--- src/rtl/qr_trig_pkg.sv ---
package qr_trig_pkg;

  typedef enum logic [0:0] {
    ST_IDLE  = 1'b0,
    ST_ARMED = 1'b1
  } arm_state_e;

  typedef struct packed {
    logic arm;
    logic trig;
    logic gate;
  } sense_t;

endpackage

--- src/rtl/qr_sync.sv ---
module qr_sync #(
  parameter int W      = 3,
  parameter int STAGES = 2
) (
  input  logic         clk,
  input  logic         rst_n,
  input  logic [W-1:0] d_i,
  output logic [W-1:0] q_o
);

  logic [STAGES-1:0][W-1:0] pipe;

  always_ff @(posedge clk or negedge rst_n) begin
    if (!rst_n) begin
      pipe <= '0;
    end else begin
      pipe[0] <= d_i;
      for (int s = 1; s < STAGES; s++) begin
        pipe[s] <= pipe[s-1];
      end
    end
  end

  assign q_o = pipe[STAGES-1];

endmodule

--- src/rtl/qr_blank_timer.sv ---
module qr_blank_timer #(
  parameter int CODE_W    = 4,
  parameter int CODE_LO   = 3,
  parameter int CODE_HI   = 11,
  parameter int BLANK_MAX = 3750,
  parameter int BLANK_MIN = 750
) (
  input  logic              clk,
  input  logic              rst_n,
  input  logic              gate_s_i,
  input  logic [CODE_W-1:0] code_i,
  output logic              blank_ok_o
);

  localparam int BW   = $clog2(BLANK_MAX + 1);
  localparam int SPAN = CODE_HI - CODE_LO;
  localparam int STEP = (BLANK_MAX - BLANK_MIN) / SPAN;

  logic [BW-1:0] blank_len;
  logic [BW-1:0] cnt;

  // control-level code to window length, clamped at both ends
  always_comb begin
    if (int'(code_i) <= CODE_LO) begin
      blank_len = BW'(BLANK_MAX);
    end else if (int'(code_i) >= CODE_HI) begin
      blank_len = BW'(BLANK_MIN);
    end else begin
      blank_len = BW'(BLANK_MAX - STEP * (int'(code_i) - CODE_LO));
    end
  end

  // reloaded while the switch conducts, counts down once it is off
  always_ff @(posedge clk or negedge rst_n) begin
    if (!rst_n) begin
      cnt <= '0;
    end else if (gate_s_i) begin
      cnt <= blank_len;
    end else if (cnt != '0) begin
      cnt <= cnt - BW'(1);
    end
  end

  assign blank_ok_o = (cnt == '0);

  p_len_in_range_r4: assert property (@(posedge clk) disable iff (!rst_n)
    (blank_len >= BW'(BLANK_MIN)) && (blank_len <= BW'(BLANK_MAX)));

  p_open_stays_open_r3: assert property (@(posedge clk) disable iff (!rst_n)
    (blank_ok_o && !gate_s_i) |=> blank_ok_o);

  p_conduct_closes_r3: assert property (@(posedge clk) disable iff (!rst_n)
    gate_s_i |=> !blank_ok_o);

endmodule

--- src/rtl/qr_edge_fsm.sv ---
module qr_edge_fsm
  import qr_trig_pkg::*;
(
  input  logic clk,
  input  logic rst_n,
  input  logic arm_s_i,
  input  logic trig_s_i,
  input  logic gate_s_i,
  input  logic blank_ok_i,
  input  logic period_ok_i,
  input  logic fire_i,
  output logic edge_fire_o
);

  arm_state_e state;
  logic       arm_d;
  logic       trig_d;
  logic       arm_rise;
  logic       trig_fall;

  assign arm_rise  = arm_s_i & ~arm_d;
  assign trig_fall = trig_d & ~trig_s_i;

  always_ff @(posedge clk or negedge rst_n) begin
    if (!rst_n) begin
      arm_d  <= 1'b0;
      trig_d <= 1'b0;
      state  <= ST_IDLE;
    end else begin
      arm_d  <= arm_s_i;
      trig_d <= trig_s_i;
      if (gate_s_i || fire_i) begin
        state <= ST_IDLE;
      end else if (arm_rise) begin
        state <= ST_ARMED;
      end
    end
  end

  assign edge_fire_o = (state == ST_ARMED) & trig_fall & blank_ok_i
                     & period_ok_i & ~gate_s_i;

  p_gate_disarms_r2: assert property (@(posedge clk) disable iff (!rst_n)
    gate_s_i |=> (state == ST_IDLE));

  p_fire_disarms_r2: assert property (@(posedge clk) disable iff (!rst_n)
    fire_i |=> (state == ST_IDLE));

endmodule

--- src/rtl/qr_starter.sv ---
module qr_starter #(
  parameter int START_SLOW = 62500,
  parameter int START_FAST = 15625
) (
  input  logic clk,
  input  logic rst_n,
  input  logic burst_i,
  input  logic restart_i,
  output logic start_fire_o
);

  localparam int SW = $clog2(START_SLOW + 1);

  logic [SW-1:0] scnt;
  logic [SW-1:0] limit;

  assign limit        = burst_i ? SW'(START_SLOW - 1) : SW'(START_FAST - 1);
  assign start_fire_o = (scnt >= limit);

  always_ff @(posedge clk or negedge rst_n) begin
    if (!rst_n) begin
      scnt <= '0;
    end else if (restart_i) begin
      scnt <= '0;
    end else begin
      scnt <= scnt + SW'(1);
    end
  end

  p_count_bound_r6: assert property (@(posedge clk) disable iff (!rst_n)
    scnt <= SW'(START_SLOW - 1));

endmodule

--- src/rtl/qr_trigger_ctrl.sv ---
module qr_trigger_ctrl
  import qr_trig_pkg::*;
#(
  parameter int CODE_W      = 4,
  parameter int CODE_LO     = 3,
  parameter int CODE_HI     = 11,
  parameter int BLANK_MAX   = 3750,
  parameter int BLANK_MIN   = 750,
  parameter int MIN_PERIOD  = 753,
  parameter int START_SLOW  = 62500,
  parameter int START_FAST  = 15625,
  parameter int SYNC_STAGES = 2
) (
  input  logic              clk,
  input  logic              rst_n,
  input  logic              arm_cmp_i,
  input  logic              trig_cmp_i,
  input  logic              gate_i,
  input  logic [CODE_W-1:0] ctrl_code_i,
  input  logic              burst_i,
  output logic              turn_on_o
);

  localparam int PW = $clog2(MIN_PERIOD + 1);

  sense_t        raw;
  sense_t        syn;
  logic          blank_ok;
  logic          period_ok;
  logic          edge_fire;
  logic          start_fire;
  logic          fire;
  logic [PW-1:0] pcnt;

  assign raw = '{arm: arm_cmp_i, trig: trig_cmp_i, gate: gate_i};

  qr_sync #(
    .W      ($bits(sense_t)),
    .STAGES (SYNC_STAGES)
  ) sync_i (
    .clk   (clk),
    .rst_n (rst_n),
    .d_i   (raw),
    .q_o   (syn)
  );

  qr_blank_timer #(
    .CODE_W    (CODE_W),
    .CODE_LO   (CODE_LO),
    .CODE_HI   (CODE_HI),
    .BLANK_MAX (BLANK_MAX),
    .BLANK_MIN (BLANK_MIN)
  ) blank_i (
    .clk        (clk),
    .rst_n      (rst_n),
    .gate_s_i   (syn.gate),
    .code_i     (ctrl_code_i),
    .blank_ok_o (blank_ok)
  );

  qr_edge_fsm edge_i (
    .clk         (clk),
    .rst_n       (rst_n),
    .arm_s_i     (syn.arm),
    .trig_s_i    (syn.trig),
    .gate_s_i    (syn.gate),
    .blank_ok_i  (blank_ok),
    .period_ok_i (period_ok),
    .fire_i      (fire),
    .edge_fire_o (edge_fire)
  );

  qr_starter #(
    .START_SLOW (START_SLOW),
    .START_FAST (START_FAST)
  ) start_i (
    .clk          (clk),
    .rst_n        (rst_n),
    .burst_i      (burst_i),
    .restart_i    (fire),
    .start_fire_o (start_fire)
  );

  assign fire = edge_fire | start_fire;

  // frequency ceiling: hold-off counted from each request
  always_ff @(posedge clk or negedge rst_n) begin
    if (!rst_n) begin
      pcnt <= '0;
    end else if (fire) begin
      pcnt <= PW'(MIN_PERIOD - 1);
    end else if (pcnt != '0) begin
      pcnt <= pcnt - PW'(1);
    end
  end

  assign period_ok = (pcnt == '0);

  always_ff @(posedge clk or negedge rst_n) begin
    if (!rst_n) begin
      turn_on_o <= 1'b0;
    end else begin
      turn_on_o <= fire;
    end
  end

  // spacing observer for the ceiling check
  logic [PW-1:0] gap_q;

  always_ff @(posedge clk or negedge rst_n) begin
    if (!rst_n) begin
      gap_q <= PW'(MIN_PERIOD);
    end else if (turn_on_o) begin
      gap_q <= PW'(1);
    end else if (gap_q != PW'(MIN_PERIOD)) begin
      gap_q <= gap_q + PW'(1);
    end
  end

  p_min_gap_r5: assert property (@(posedge clk) disable iff (!rst_n)
    turn_on_o |-> (gap_q >= PW'(MIN_PERIOD)));

  p_single_pulse_r8: assert property (@(posedge clk) disable iff (!rst_n)
    turn_on_o |=> !turn_on_o);

  p_starter_restarted_r7: assert property (@(posedge clk) disable iff (!rst_n)
    turn_on_o |-> !start_fire);

endmodule

--- config.mk ---
export PLATFORM = sky130hd
export DESIGN_NAME = qr_trigger_ctrl
export DESIGN_NICKNAME = d
export VERILOG_FILES = /design/src/rtl/qr_trig_pkg.sv /design/src/rtl/qr_sync.sv /design/src/rtl/qr_blank_timer.sv /design/src/rtl/qr_edge_fsm.sv /design/src/rtl/qr_starter.sv /design/src/rtl/qr_trigger_ctrl.sv
export SDC_FILE = /design/constraint.sdc
export NUM_CORES = 1
export LEC_CHECK = 0
export BUFFER_PORTS_ARGS = -buffer_cell sky130_fd_sc_hd__buf_2
export CAP_MARGIN = 5
export CORE_ASPECT_RATIO = 0.5
export CORE_MARGIN = 1
export CORE_UTILIZATION = 57
export DETAILED_ROUTE_END_ITERATION = 7
export GPL_TIMING_DRIVEN = 0
export PLACE_DENSITY = 0.79
export REMOVE_ABC_BUFFERS = 1
export SYNTH_ARGS = -nofsm -noshare
export SYNTH_HDL_FRONTEND = slang
export SYNTH_SLANG_ARGS = --single-unit
--- constraint.sdc ---
create_clock -name clk -period 1.95 [get_ports clk]
set_input_delay 0.2925 -clock clk [delete_from_list [all_inputs] [get_ports clk]]
set_output_delay 0.2925 -clock clk [all_outputs]
set_load 0.01 [all_outputs]
==> metrics.cfg, run 1 <==
[outcome]
status=finished with violations
violations=negative setup slack

[clock_tree]
clk_pin_slew_ns=0.07
cts_root_buf=clkbuf_16
clockBufferDepth=2
numCtsBuffers=5
htreeDepth=2
cts_sinks=48
cts_tree=done
clk_latency_ns=0.29

[sta]
fmax_mhz=288.1
worst_slack_ns=-1.521
drv_slew=0
tns_ns=-10.68
worstMarginPinSlew_ns=1.041
rsz0062_at_grt=yes
fin_skew_ns=0.003769
finalCritPeriodShare=1.780
maxSlewHeadroom=0.3059
hold_violations=0
finalSetupViolations=20
holdWs_ns=0.1069
min_period_ns=3.471

[detailed_routing]
num_vias=3089
wirelength_met1_um=3994
firstDrtPassIters=4
route.met3.wl_um=391
drtAntennaViolNets=0
drt-wirelength-per-cell_um=20.00
drt-total-wl_um=9921
drtIter0Drc=256
vias_per_cell=6.228
drc=0
top_layer=met4
wl_met2_um=5202

[yosys]
synth_top_cell_by_area=dfrtp_1
synth_top_area_share=0.3399
synthFlopType=dfrtp_1
ys_seq_area_frac=0.3399
synth-compound-area-share=0.1208
ys_ff_latch=48
ys_warn_count=0
yosys.area_share.simple=0.2050
synthTopCellsByArea=dfrtp_1, ha_1, xnor2_1
async_flop_share=1.000
synth_xor_area_frac=0.09419
netlist_instances=370
synth_edf_count=0
avgSynthCellArea_um2=9.550
muxShareOfSynthArea=0.002833
synth_adder_area_share=0.1742
syn_area_mm2=0.003533
synth_top_family_by_area=simple AND/OR/NAND/NOR gates
ys_top_cells_by_count=dfrtp_1, inv_1, ha_1, nor3_1, xnor2_1
synth_most_common_cell=dfrtp_1
synthDistinctLibCells=55

[final_layout]
final-instance-count-excl-fill=496
syn_to_final_growth_pct=33.89
drive_gt1_frac=0.3689
nets=466
fillers=282
postLayoutCellArea_mm2=0.004731
antennaDiodeCount=0
fin_util=0.8257

[global_route]
antenna_found_initial=0
grt_pass1_wl_um=14610
grt_pass1_vias=3091
grt_max_degree=49
grt_overflow=0
grt_util_all_layers=0.2890

[worst_setup_path]
critPathMaxStageDelay_ns=0.52
critical_path_peak_fanout=5
crit_required_ns=2.12
cp.arrival_ns=3.64
crit_slowest_cell=fa_1
cpMostUsedCell=ha_4
setup.worst_path.end_class=flop
crit_type=input pin to flop
cp_cell_sequence=buf_8 > and2_4 > nor2_4 > xnor2_2 > inv_2 > ha_4 > ha_4 > fa_1 > inv_2 > fa_1 > ha_4 > o21a_1 > o31a_1 > o21ai_2 > a211oi_1 > nor3_2
worstSetupStartpointType=input pin
rrSetupSlack_ns=-0.13

[power_and_ir_drop]
vdd_drop_max_v=0.001410
finalPower_mw=6.534
p_sw_mw=2.712
powerDensity_mw_per_mm2=1381
pwr-share-clk=0.152
cell_internal_pwr_mw=3.822
p_seq_frac=0.253
swShare=0.4150
leakage_nw=2.007
combPwrFrac=0.594

[placed_design]
place_ws_ns=-2.500
io_buffers=10
place_hpwl_um=5029
dp_cells=451
place.gp.congestion=0.8354
dpl_cell_area_mm2=0.003616

[die]
die_area_mm2=0.006537
num_rows=19
initial_utilization=0.6167
pin_count=11
core_mm2=0.005729
fp.dieH_um=57.68
die_x_um=113.3

[worst_hold_path]
hold_path.class=input pin to flop

[job]
cap_viol_max_count=0

cell families (layout without fill, tap and decap cells):
family	Yosys count	in the layout
muxes	1	1
adders and majority gates	45	45
AOI/OAI and AO/OA	60	63
xor gates and xnor gates	38	38
buffers and inverters	53	92
and+or+nand+nor	125	125
DFF	48	48
cells in the final DEF, fill, tap and decap left out, types with 4 or more instances in the layout:
| master | count |
|---|---|
| a21o_4 | 4 |
| fa_1 | 7 |
| buf_6 | 6 |
| nor4_4 | 5 |
| nor3_2 | 17 |
| o21ai_0 | 4 |
| nor3_4 | 5 |
| xor2_1 | 14 |
| nor2_1 | 17 |
| a21oi_1 | 12 |
| dfrtp_1 | 45 |
| nand2b_1 | 5 |
| nand3_1 | 11 |
| buf_2 | 7 |
| o22ai_1 | 4 |
| inv_2 | 9 |
| clkbuf_16 | 5 |
| and3_1 | 4 |
| buf_4 | 29 |
| inv_1 | 31 |
| nor3_1 | 15 |
| o21a_1 | 6 |
| ha_4 | 10 |
| xnor2_2 | 5 |
| xnor2_1 | 16 |
| ha_2 | 6 |
| nand2_1 | 11 |
| ha_1 | 22 |
flip-flops by register name, indices dropped and copies added, names as in the netlist:
name,cells
start_i.scnt,16
blank_i.cnt,12
pcnt,10
sync_i.pipe,3
sync_i.q_o,3
edge_i.arm_d,1
edge_i.state,1
edge_i.trig_d,1
turn_on_o,1
worst max-delay path, delay by kind of cell:
kind / cells / cell delay, ns
xor gates and xnor gates: 1 / 0.13
adders and majority gates: 5 / 1.79
buffers and inverters: 3 / 0.25
and+or+nand+nor: 3 / 0.33
AOI/OAI and AO/OA: 4 / 0.85
power by group through the flow:
stage / clock [mW] / sequential, mW / combinational (mW)
finish: 0.995 / 1.66 / 3.88
global route: 1.05 / 1.69 / 4.15
global placement: 0 / 1.57 / 2.14
detailed placement: 0 / 1.59 / 2.25
CTS: 0.987 / 1.63 / 3.11
floorplan: 0 / 1.52 / 1.82
cell type report:
cell class                 count  area (um^2)  area share
multi-input combinational    272         2744      0.5800
clock inverter                 3        46.29    0.009786
tap                           84        105.1     0.02222
inverter                      40        150.1     0.03174
clock buffer                   5        125.1     0.02645
sequential                    48         1205      0.2547
timing repair buffer          44        355.3     0.07511
routing by layer:
layer | global-route usage | vias up
met2 | 0.5495 | 113
met1 | 0.3421 | 1536
li1 | - | 1406
met3 | 0.03243 | 34
met4 | 0.1203 | 0
met5 | 0 | -
final timing paths:
kind                            startpoint               to  cells past startpoint
setup / recovery            ctrl_code_i[1]   blank_i.cnt[9]                     16
hold / removal                  trig_cmp_i   sync_i.pipe[1]                      1
setup reg to reg           start_i.scnt[8]          pcnt[4]                      6
hold reg to reg             sync_i.pipe[1]    sync_i.q_o[1]                      0
max in group asynchronous            rst_n  start_i.scnt[5]                      1
min in group asynchronous            rst_n   sync_i.pipe[1]                      1
what timing repair did:
item,CTS,global route
buffers inserted,19,15
gates cloned,2,1
gates resized for setup,94,37
endpoints found under the setup margin,37,37
pin swaps,40,30
hold buffers,0,0
No activity file was read; power rests on OpenSTA's default activity.
==> inputs of run 2 (changes only) <==
--- a/config.mk
+++ b/config.mk
@@ -12,8 +12,10 @@
 export CORE_UTILIZATION = 57
 export DETAILED_ROUTE_END_ITERATION = 7
 export GPL_TIMING_DRIVEN = 0
-export PLACE_DENSITY = 0.79
+export PLACE_DENSITY = 0.77
+export RECOVER_POWER = 50
 export REMOVE_ABC_BUFFERS = 1
+export SLEW_MARGIN = 30
 export SYNTH_ARGS = -nofsm -noshare
 export SYNTH_HDL_FRONTEND = slang
 export SYNTH_SLANG_ARGS = --single-unit
==> run 2 against run 1 <==
Effect of this change: total power fell by 1.3%; non-clock buffer count did not move; flip-flop and latch count did not move; clock power barely moved; sequential power barely moved; global-route usage fell by 1.1 points; core utilization rose by 0.79 points; sequential share of layout area fell by 0.27 points; the run still ends with negative setup slack left; clock-buffer cell count did not move; highest routed layer unchanged.
==> metrics.cfg, run 2 (synthesis gave the netlist of run 1 again) <==
[outcome]
status=finished with violations  ; unchanged
violations=negative setup slack  ; unchanged

[placed_design]
place_ws_ns=-2.511  ; was -2.500 ns
place_hpwl_um=4986  ; was 5029 um
dp_cells=451  ; unchanged
place.gp.congestion=0.8545  ; was 0.8354
dpl_cell_area_mm2=0.003618  ; was 0.003616 mm^2
io_buffers=10  ; unchanged

[worst_setup_path]
setup.worst_path.end_class=flop  ; unchanged
crit_type=input pin to flop  ; unchanged
worstSetupStartpointType=input pin  ; unchanged
critical_path_peak_fanout=6  ; was 5
rr_startpoint=start_i.scnt[8]  ; unchanged
r2r_end=pcnt[1]  ; was pcnt[4]
rrSetupSlack_ns=-0.21  ; was -0.13 ns
cp.arrival_ns=3.59  ; was 3.64 ns
ff2ff_path_depth=7  ; was 6
crit_required_ns=2.13  ; was 2.12 ns

[die]
fp.dieH_um=57.68  ; unchanged
core_mm2=0.005729  ; unchanged
die_x_um=113.3  ; unchanged
die_area_mm2=0.006537  ; unchanged
initial_utilization=0.6167  ; unchanged
num_rows=19  ; unchanged
pin_count=11  ; unchanged

[worst_hold_path]
hold_depth=1  ; unchanged
hold_end=sync_i.pipe[1]  ; unchanged
hold_path.class=input pin to flop  ; unchanged
worst_hold_startpoint=trig_cmp_i  ; unchanged

[power_and_ir_drop]
pwr-share-clk=0.155  ; was 0.152
p_seq_frac=0.257  ; was 0.253
vdd_drop_max_v=0.0009464  ; was 0.001410 V
leakage_nw=1.992  ; was 2.007 nW
cell_internal_pwr_mw=3.817  ; was 3.822 mW
powerDensity_mw_per_mm2=1351  ; was 1381 mW/mm^2
p_sw_mw=2.633  ; was 2.712 mW
swShare=0.4082  ; was 0.4150
combPwrFrac=0.588  ; was 0.594

[detailed_routing]
firstDrtPassIters=4  ; unchanged
num_vias=3029  ; was 3,089
vias_per_cell=6.119  ; was 6.228
drtIter0Drc=207  ; was 256
drt-wirelength-per-cell_um=19.56  ; was 20.00 um
drt-total-wl_um=9684  ; was 9921 um
drtAntennaViolNets=0  ; unchanged
drc=0  ; unchanged

[final_layout]
nets=465  ; was 466
syn_to_final_growth_pct=35.16  ; was 33.89%
drive_gt1_frac=0.3650  ; was 0.3689
top_register=start_i.scnt  ; unchanged
reg_top3=start_i.scnt: 16 flops, blank_i.cnt: 12 flops, pcnt: 10 flops  ; unchanged
final_cell_mix=dfrtp_1, inv_1, buf_4  ; unchanged
antennaDiodeCount=0  ; unchanged
final_common_cell=dfrtp_1  ; unchanged
largest_reg_flops=16  ; unchanged
postLayoutCellArea_mm2=0.004776  ; was 0.004731 mm^2
final-instance-count-excl-fill=495  ; was 496

[sta]
drv_slew=0  ; unchanged
rsz0062_at_grt=yes  ; unchanged
worstMarginPinSlew_ns=1.182  ; was 1.041 ns
maxSlewHeadroom=0.2122  ; was 0.3059
fin_skew_ns=0.003558  ; was 0.003769 ns
tns_ns=-13.15  ; was -10.68 ns
hold_violations=0  ; unchanged
fmax_mhz=292.7  ; was 288.1 MHz
worst_slack_ns=-1.467  ; was -1.521 ns
finalCritPeriodShare=1.752  ; was 1.780
holdWs_ns=0.1031  ; was 0.1069 ns
finalSetupViolations=37  ; was 20
min_period_ns=3.417  ; was 3.471 ns

[global_route]
grt_pass1_vias=2963  ; was 3,091
grt_overflow=0  ; unchanged
grt_max_degree=49  ; unchanged
antenna_found_initial=0  ; unchanged
grt_util_all_layers=0.2783  ; was 0.2890
grt_pass1_wl_um=14170  ; was 14,610 um

[clock_tree]
numCtsBuffers=5  ; unchanged
cts_root_buf=clkbuf_16  ; unchanged
htreeDepth=2  ; unchanged
cts_tree=done  ; unchanged
cts_sinks=48  ; unchanged
clk_latency_ns=0.29  ; about the same
clockBufferDepth=2  ; unchanged
clk_pin_slew_ns=0.07  ; about the same

[job]
cap_viol_max_count=0  ; unchanged

[run 2: final cells by class]
cell class	instances	area [um^2]
sequential	48	1204
tap	84	105.1
clock inverter	3	47.55
inverter	40	150.1
timing repair buffer	44	375.4
clock buffer	5	125.1
multi-input combinational	271	2769
fill	288	953.4
[run 2: power groups by stage]
stage	combinational, mW	sequential (mW)	clock (mW)
after floorplan	1.82	1.52	0
after global placement	2.14	1.56	0
after detailed placement	2.26	1.59	0
after CTS	3.33	1.61	1.00
after global routing	4.08	1.69	1.04
final	3.79	1.66	1.00
[run 2: worst max-delay path by stage]
stage,depth (start not counted),to,start,slack (ns)
global route,16,blank_i.cnt[9],ctrl_code_i[1],-1.54
global placement,16,blank_i.cnt[9],ctrl_code_i[0],-2.35
detailed placement,16,blank_i.cnt[9],ctrl_code_i[0],-2.51
floorplan,15,blank_i.cnt[9],ctrl_code_i[0],-1.89
finish,15,blank_i.cnt[9],ctrl_code_i[0],-1.47
CTS,16,blank_i.cnt[9],ctrl_code_i[1],-1.42
[run 2: critical path: stages]
cell and delay [ns]:
buf_12 0.11, ha_4 0.19, buf_4 0.15, mux2i_1 0.27, a2bb2oi_2 0.13, ha_1 0.21, fa_1 0.53, inv_2 0.05
fa_2 0.57, ha_4 0.22, nor2b_4 0.12, o31a_1 0.29, o21ai_2 0.17, nor4b_4 0.20, nor3_1 0.08
[run 2: metal layers]
metal  vias up  share of wire  wire (um)  GRT usage
met4         0          0.025        243     0.1165
met3        26          0.039        379    0.03452
met2       102           0.52       5026     0.5110
met1      1512           0.42       4035     0.3406
li1       1389              -          -          -
met5         -              0          0          0
[run 2: timing repair]
action                     in CTS  in global routing
gates cloned                    2                  0
setup endpoints to repair      37                 37
hold buffers                    0                  0
gates resized for setup       101                 34
buffers inserted               22                 14
pin swaps                      54                 31
[run 2: stage by stage]
step,power (mW),util
after detailed placement,3.848,0.6316
after global placement,3.705,0.6311
after global routing,6.806,0.8336
after floorplan,3.340,-
final,6.450,0.8336
after CTS,5.941,0.7858
==> inputs of run 3 (changes only) <==
--- a/config.mk
+++ b/config.mk
@@ -8,11 +8,11 @@
 export BUFFER_PORTS_ARGS = -buffer_cell sky130_fd_sc_hd__buf_2
 export CAP_MARGIN = 5
 export CORE_ASPECT_RATIO = 0.5
-export CORE_MARGIN = 1
-export CORE_UTILIZATION = 57
+export CORE_UTILIZATION = 59
+export CTS_BUF_LIST = sky130_fd_sc_hd__clkbuf_2
 export DETAILED_ROUTE_END_ITERATION = 7
 export GPL_TIMING_DRIVEN = 0
-export PLACE_DENSITY = 0.77
+export PLACE_DENSITY = 0.79
 export RECOVER_POWER = 50
 export REMOVE_ABC_BUFFERS = 1
 export SLEW_MARGIN = 30
==> run 3 against run 2 <==
Effect of this change: the flow finishes with violations (design-rule violations, negative setup slack); largest power group unchanged; clock power shrank 44%; sequential power is essentially flat; largest cell class unchanged; fmax rose by 3.4%; non-clock buffer count up 1.
==> metrics.cfg, run 3 (synthesis gave the netlist of run 1 again) <==
[sta]
drv_slew=0  ; unchanged
fin_skew_ns=0.01572  ; was 0.003558 ns
rsz0062_at_grt=yes  ; unchanged
finalCritPeriodShare=1.694  ; was 1.752
worstMarginPinSlew_ns=1.188  ; was 1.182 ns
hold_violations=0  ; unchanged
maxSlewHeadroom=0.2078  ; was 0.2122
fmax_mhz=302.7  ; was 292.7 MHz
min_period_ns=3.303  ; was 3.417 ns
holdWs_ns=0.2789  ; was 0.1031 ns
finalSetupViolations=32  ; was 37
worst_slack_ns=-1.353  ; was -1.467 ns

[placed_design]
place_hpwl_um=5139  ; was 4986 um
io_buffers=10  ; unchanged
place.gp.congestion=0.8449  ; was 0.8545
dpl_cell_area_mm2=0.003605  ; was 0.003618 mm^2
place_ws_ns=-2.465  ; was -2.511 ns

[die]
die_x_um=111.4  ; was 113.3 um
core_mm2=0.005634  ; was 0.005729 mm^2
initial_utilization=0.6271  ; was 0.6167
pin_count=11  ; unchanged
num_rows=19  ; unchanged
fp.dieH_um=56.72  ; was 57.68 um
die_area_mm2=0.006321  ; was 0.006537 mm^2

[final_layout]
nets=467  ; was 465
fin_util=0.8366  ; was 0.8336
final_common_cell=dfrtp_1  ; unchanged
reg_top3=start_i.scnt: 16 flops, blank_i.cnt: 12 flops, pcnt: 10 flops  ; unchanged
final_cell_mix=dfrtp_1, inv_1, ha_1  ; was dfrtp_1, inv_1, buf_4
drive_gt1_frac=0.3608  ; was 0.3650
syn_to_final_growth_pct=33.39  ; was 35.16%
postLayoutCellArea_mm2=0.004713  ; was 0.004776 mm^2
antennaDiodeCount=0  ; unchanged
top_register=start_i.scnt  ; unchanged
largest_reg_flops=16  ; unchanged

[outcome]
violations=design-rule violations, negative setup slack  ; was negative setup slack
status=finished with violations  ; unchanged

[job]
cap_viol_max_count=0  ; unchanged

[detailed_routing]
drtIter0Drc=281  ; was 207
vias_per_cell=6.490  ; was 6.119
drt-wirelength-per-cell_um=20.72  ; was 19.56 um
drtAntennaViolNets=0  ; unchanged
drc=2  ; was 0
drt-total-wl_um=10070  ; was 9684 um
firstDrtPassIters=8  ; was 4
num_vias=3154  ; was 3,029

[global_route]
grt_pass1_vias=3118  ; was 2,963
grt_max_degree=49  ; unchanged
antenna_found_initial=0  ; unchanged
grt_util_all_layers=0.3016  ; was 0.2783
grt_overflow=0  ; unchanged
grt_pass1_wl_um=14930  ; was 14,170 um

[power_and_ir_drop]
vdd_drop_max_v=0.001105  ; was 0.0009464 V
powerDensity_mw_per_mm2=1313  ; was 1351 mW/mm^2
finalPower_mw=6.188  ; was 6.450 mW
leakage_nw=1.981  ; was 1.992 nW

[clock_tree]
numCtsBuffers=5  ; unchanged
clk_latency_ns=0.44  ; was 0.29 ns
cts_root_buf=clkbuf_2  ; was clkbuf_16
clockBufferDepth=2  ; unchanged
htreeDepth=2  ; unchanged
cts_tree=done  ; unchanged
clk_pin_slew_ns=0.25  ; was 0.07 ns
cts_sinks=48  ; unchanged

[worst_setup_path]
rrSetupSlack_ns=-0.18  ; was -0.21 ns
crit_required_ns=2.30  ; was 2.13 ns
crit_start=ctrl_code_i[1]  ; was ctrl_code_i[0]
cp_num_buf_inv=3  ; unchanged
critPathMaxStageDelay_ns=0.52  ; was 0.57 ns
crit_type=input pin to flop  ; unchanged
worstSetupStartpointType=input pin  ; unchanged
worst_path_dominant_cell_family=adder cells  ; unchanged
cpMostUsedCell=ha_4  ; unchanged
cp_cell_sequence=buf_8 > and2_4 > nor2_4 > xnor2_2 > inv_2 > ha_4 > ha_4 > fa_1 > inv_1 > fa_1 > ha_4 > nor2b_4 > o31a_1 > o21ai_2 > nor4b_4 > nor3_2  ; was buf_12 > ha_4 > buf_4 > mux2i_1 > a2bb2oi_2 > ha_1 > fa_1 > inv_2 > fa_2 > ha_4 > nor2b_4 > o31a_1 > o21ai_2 > nor4b_4 > nor3_1
crit_end=blank_i.cnt[9]  ; unchanged
cp_num_cells=16  ; was 15
crit_slowest_cell=fa_1  ; was fa_2
setup.worst_path.end_class=flop  ; unchanged
rr_startpoint=start_i.scnt[3]  ; was start_i.scnt[8]
r2r_end=pcnt[4]  ; was pcnt[1]
cp.arrival_ns=3.65  ; was 3.59 ns
critical_path_peak_fanout=4  ; was 6
ff2ff_path_depth=6  ; was 7

[worst_hold_path]
hold_path.class=input pin to flop  ; unchanged
worst_hold_startpoint=ctrl_code_i[0]  ; was trig_cmp_i

[run 3: cell count changes in the layout (fill, tap and decap cells not counted), moves of 2 or more]
| cell | before | now |
|---|---|---|
| buf_12 | 2 | 4 |
| clkbuf_16 | 5 | 0 |
| dlygate4sd3_1 | 0 | 4 |
| xnor2_1 | 17 | 15 |
| fa_1 | 5 | 7 |
| nor3_4 | 11 | 7 |
| clkbuf_2 | 1 | 6 |
| fa_2 | 2 | 0 |
| o22ai_2 | 2 | 0 |
| nor3_2 | 14 | 19 |
| xnor2_2 | 4 | 6 |
| buf_4 | 27 | 23 |
[run 3: how the worst min path moves through the flow]
| stage | endpoint | slack, ns | cells past startpoint |
|---|---|---|---|
| finish | blank_i.cnt[0] | 0.28 | 4 |
| global route | blank_i.cnt[0] | 0.26 | 4 |
| CTS | blank_i.cnt[0] | 0.27 | 4 |
| detailed placement | blank_i.cnt[8] | 0.34 | 1 |
| global placement | sync_i.q_o[2] | 0.33 | 0 |
| floorplan | blank_i.cnt[0] | -0.003 | 0 |
[run 3: through the flow]
step	TNS, ns	instances
2_1_floorplan	-12.88	357
3_3_place_gp	-21.93	440
3_5_place_dp	-25.10	440
4_1_cts	-8.621	476
5_1_grt	-12.23	486
6_report	-10.74	486
[run 3: repair_timing]
action,in CTS,in global routing
setup buffers,21,10
gates cloned,3,0
gates resized for setup,92,40
hold buffers,4,0
endpoints found under the setup margin,37,37
hold endpoints to repair,51,0
pin swaps,45,27
[run 3: report_power, final]
part	internal [mW]	switching, mW
combinational	1.99	1.99
sequential	1.26	0.385
clock	0.215	0.345
total	3.47	2.72
[run 3: layer usage]
metal,part of all wire,GRT usage
met2,0.53,0.5473
met3,0.055,0.05724
met4,0.027,0.1351
met1,0.39,0.3525
met5,0,0
[run 3: cell type report]
type / instances / area, um^2
multi-input combinational: 272 / 2789
timing repair buffer: 45 / 410.4
clock buffer: 5 / 25.02
fill: 256 / 920.9
tap: 73 / 91.34
sequential: 48 / 1205
inverter: 40 / 150.1
clock inverter: 3 / 42.54
[run 3: worst min-delay path, stage by stage]
cell and delay (ns):
buf_12 0.09, buf_4 0.13, o221a_2 0.18, a21oi_1 0.03
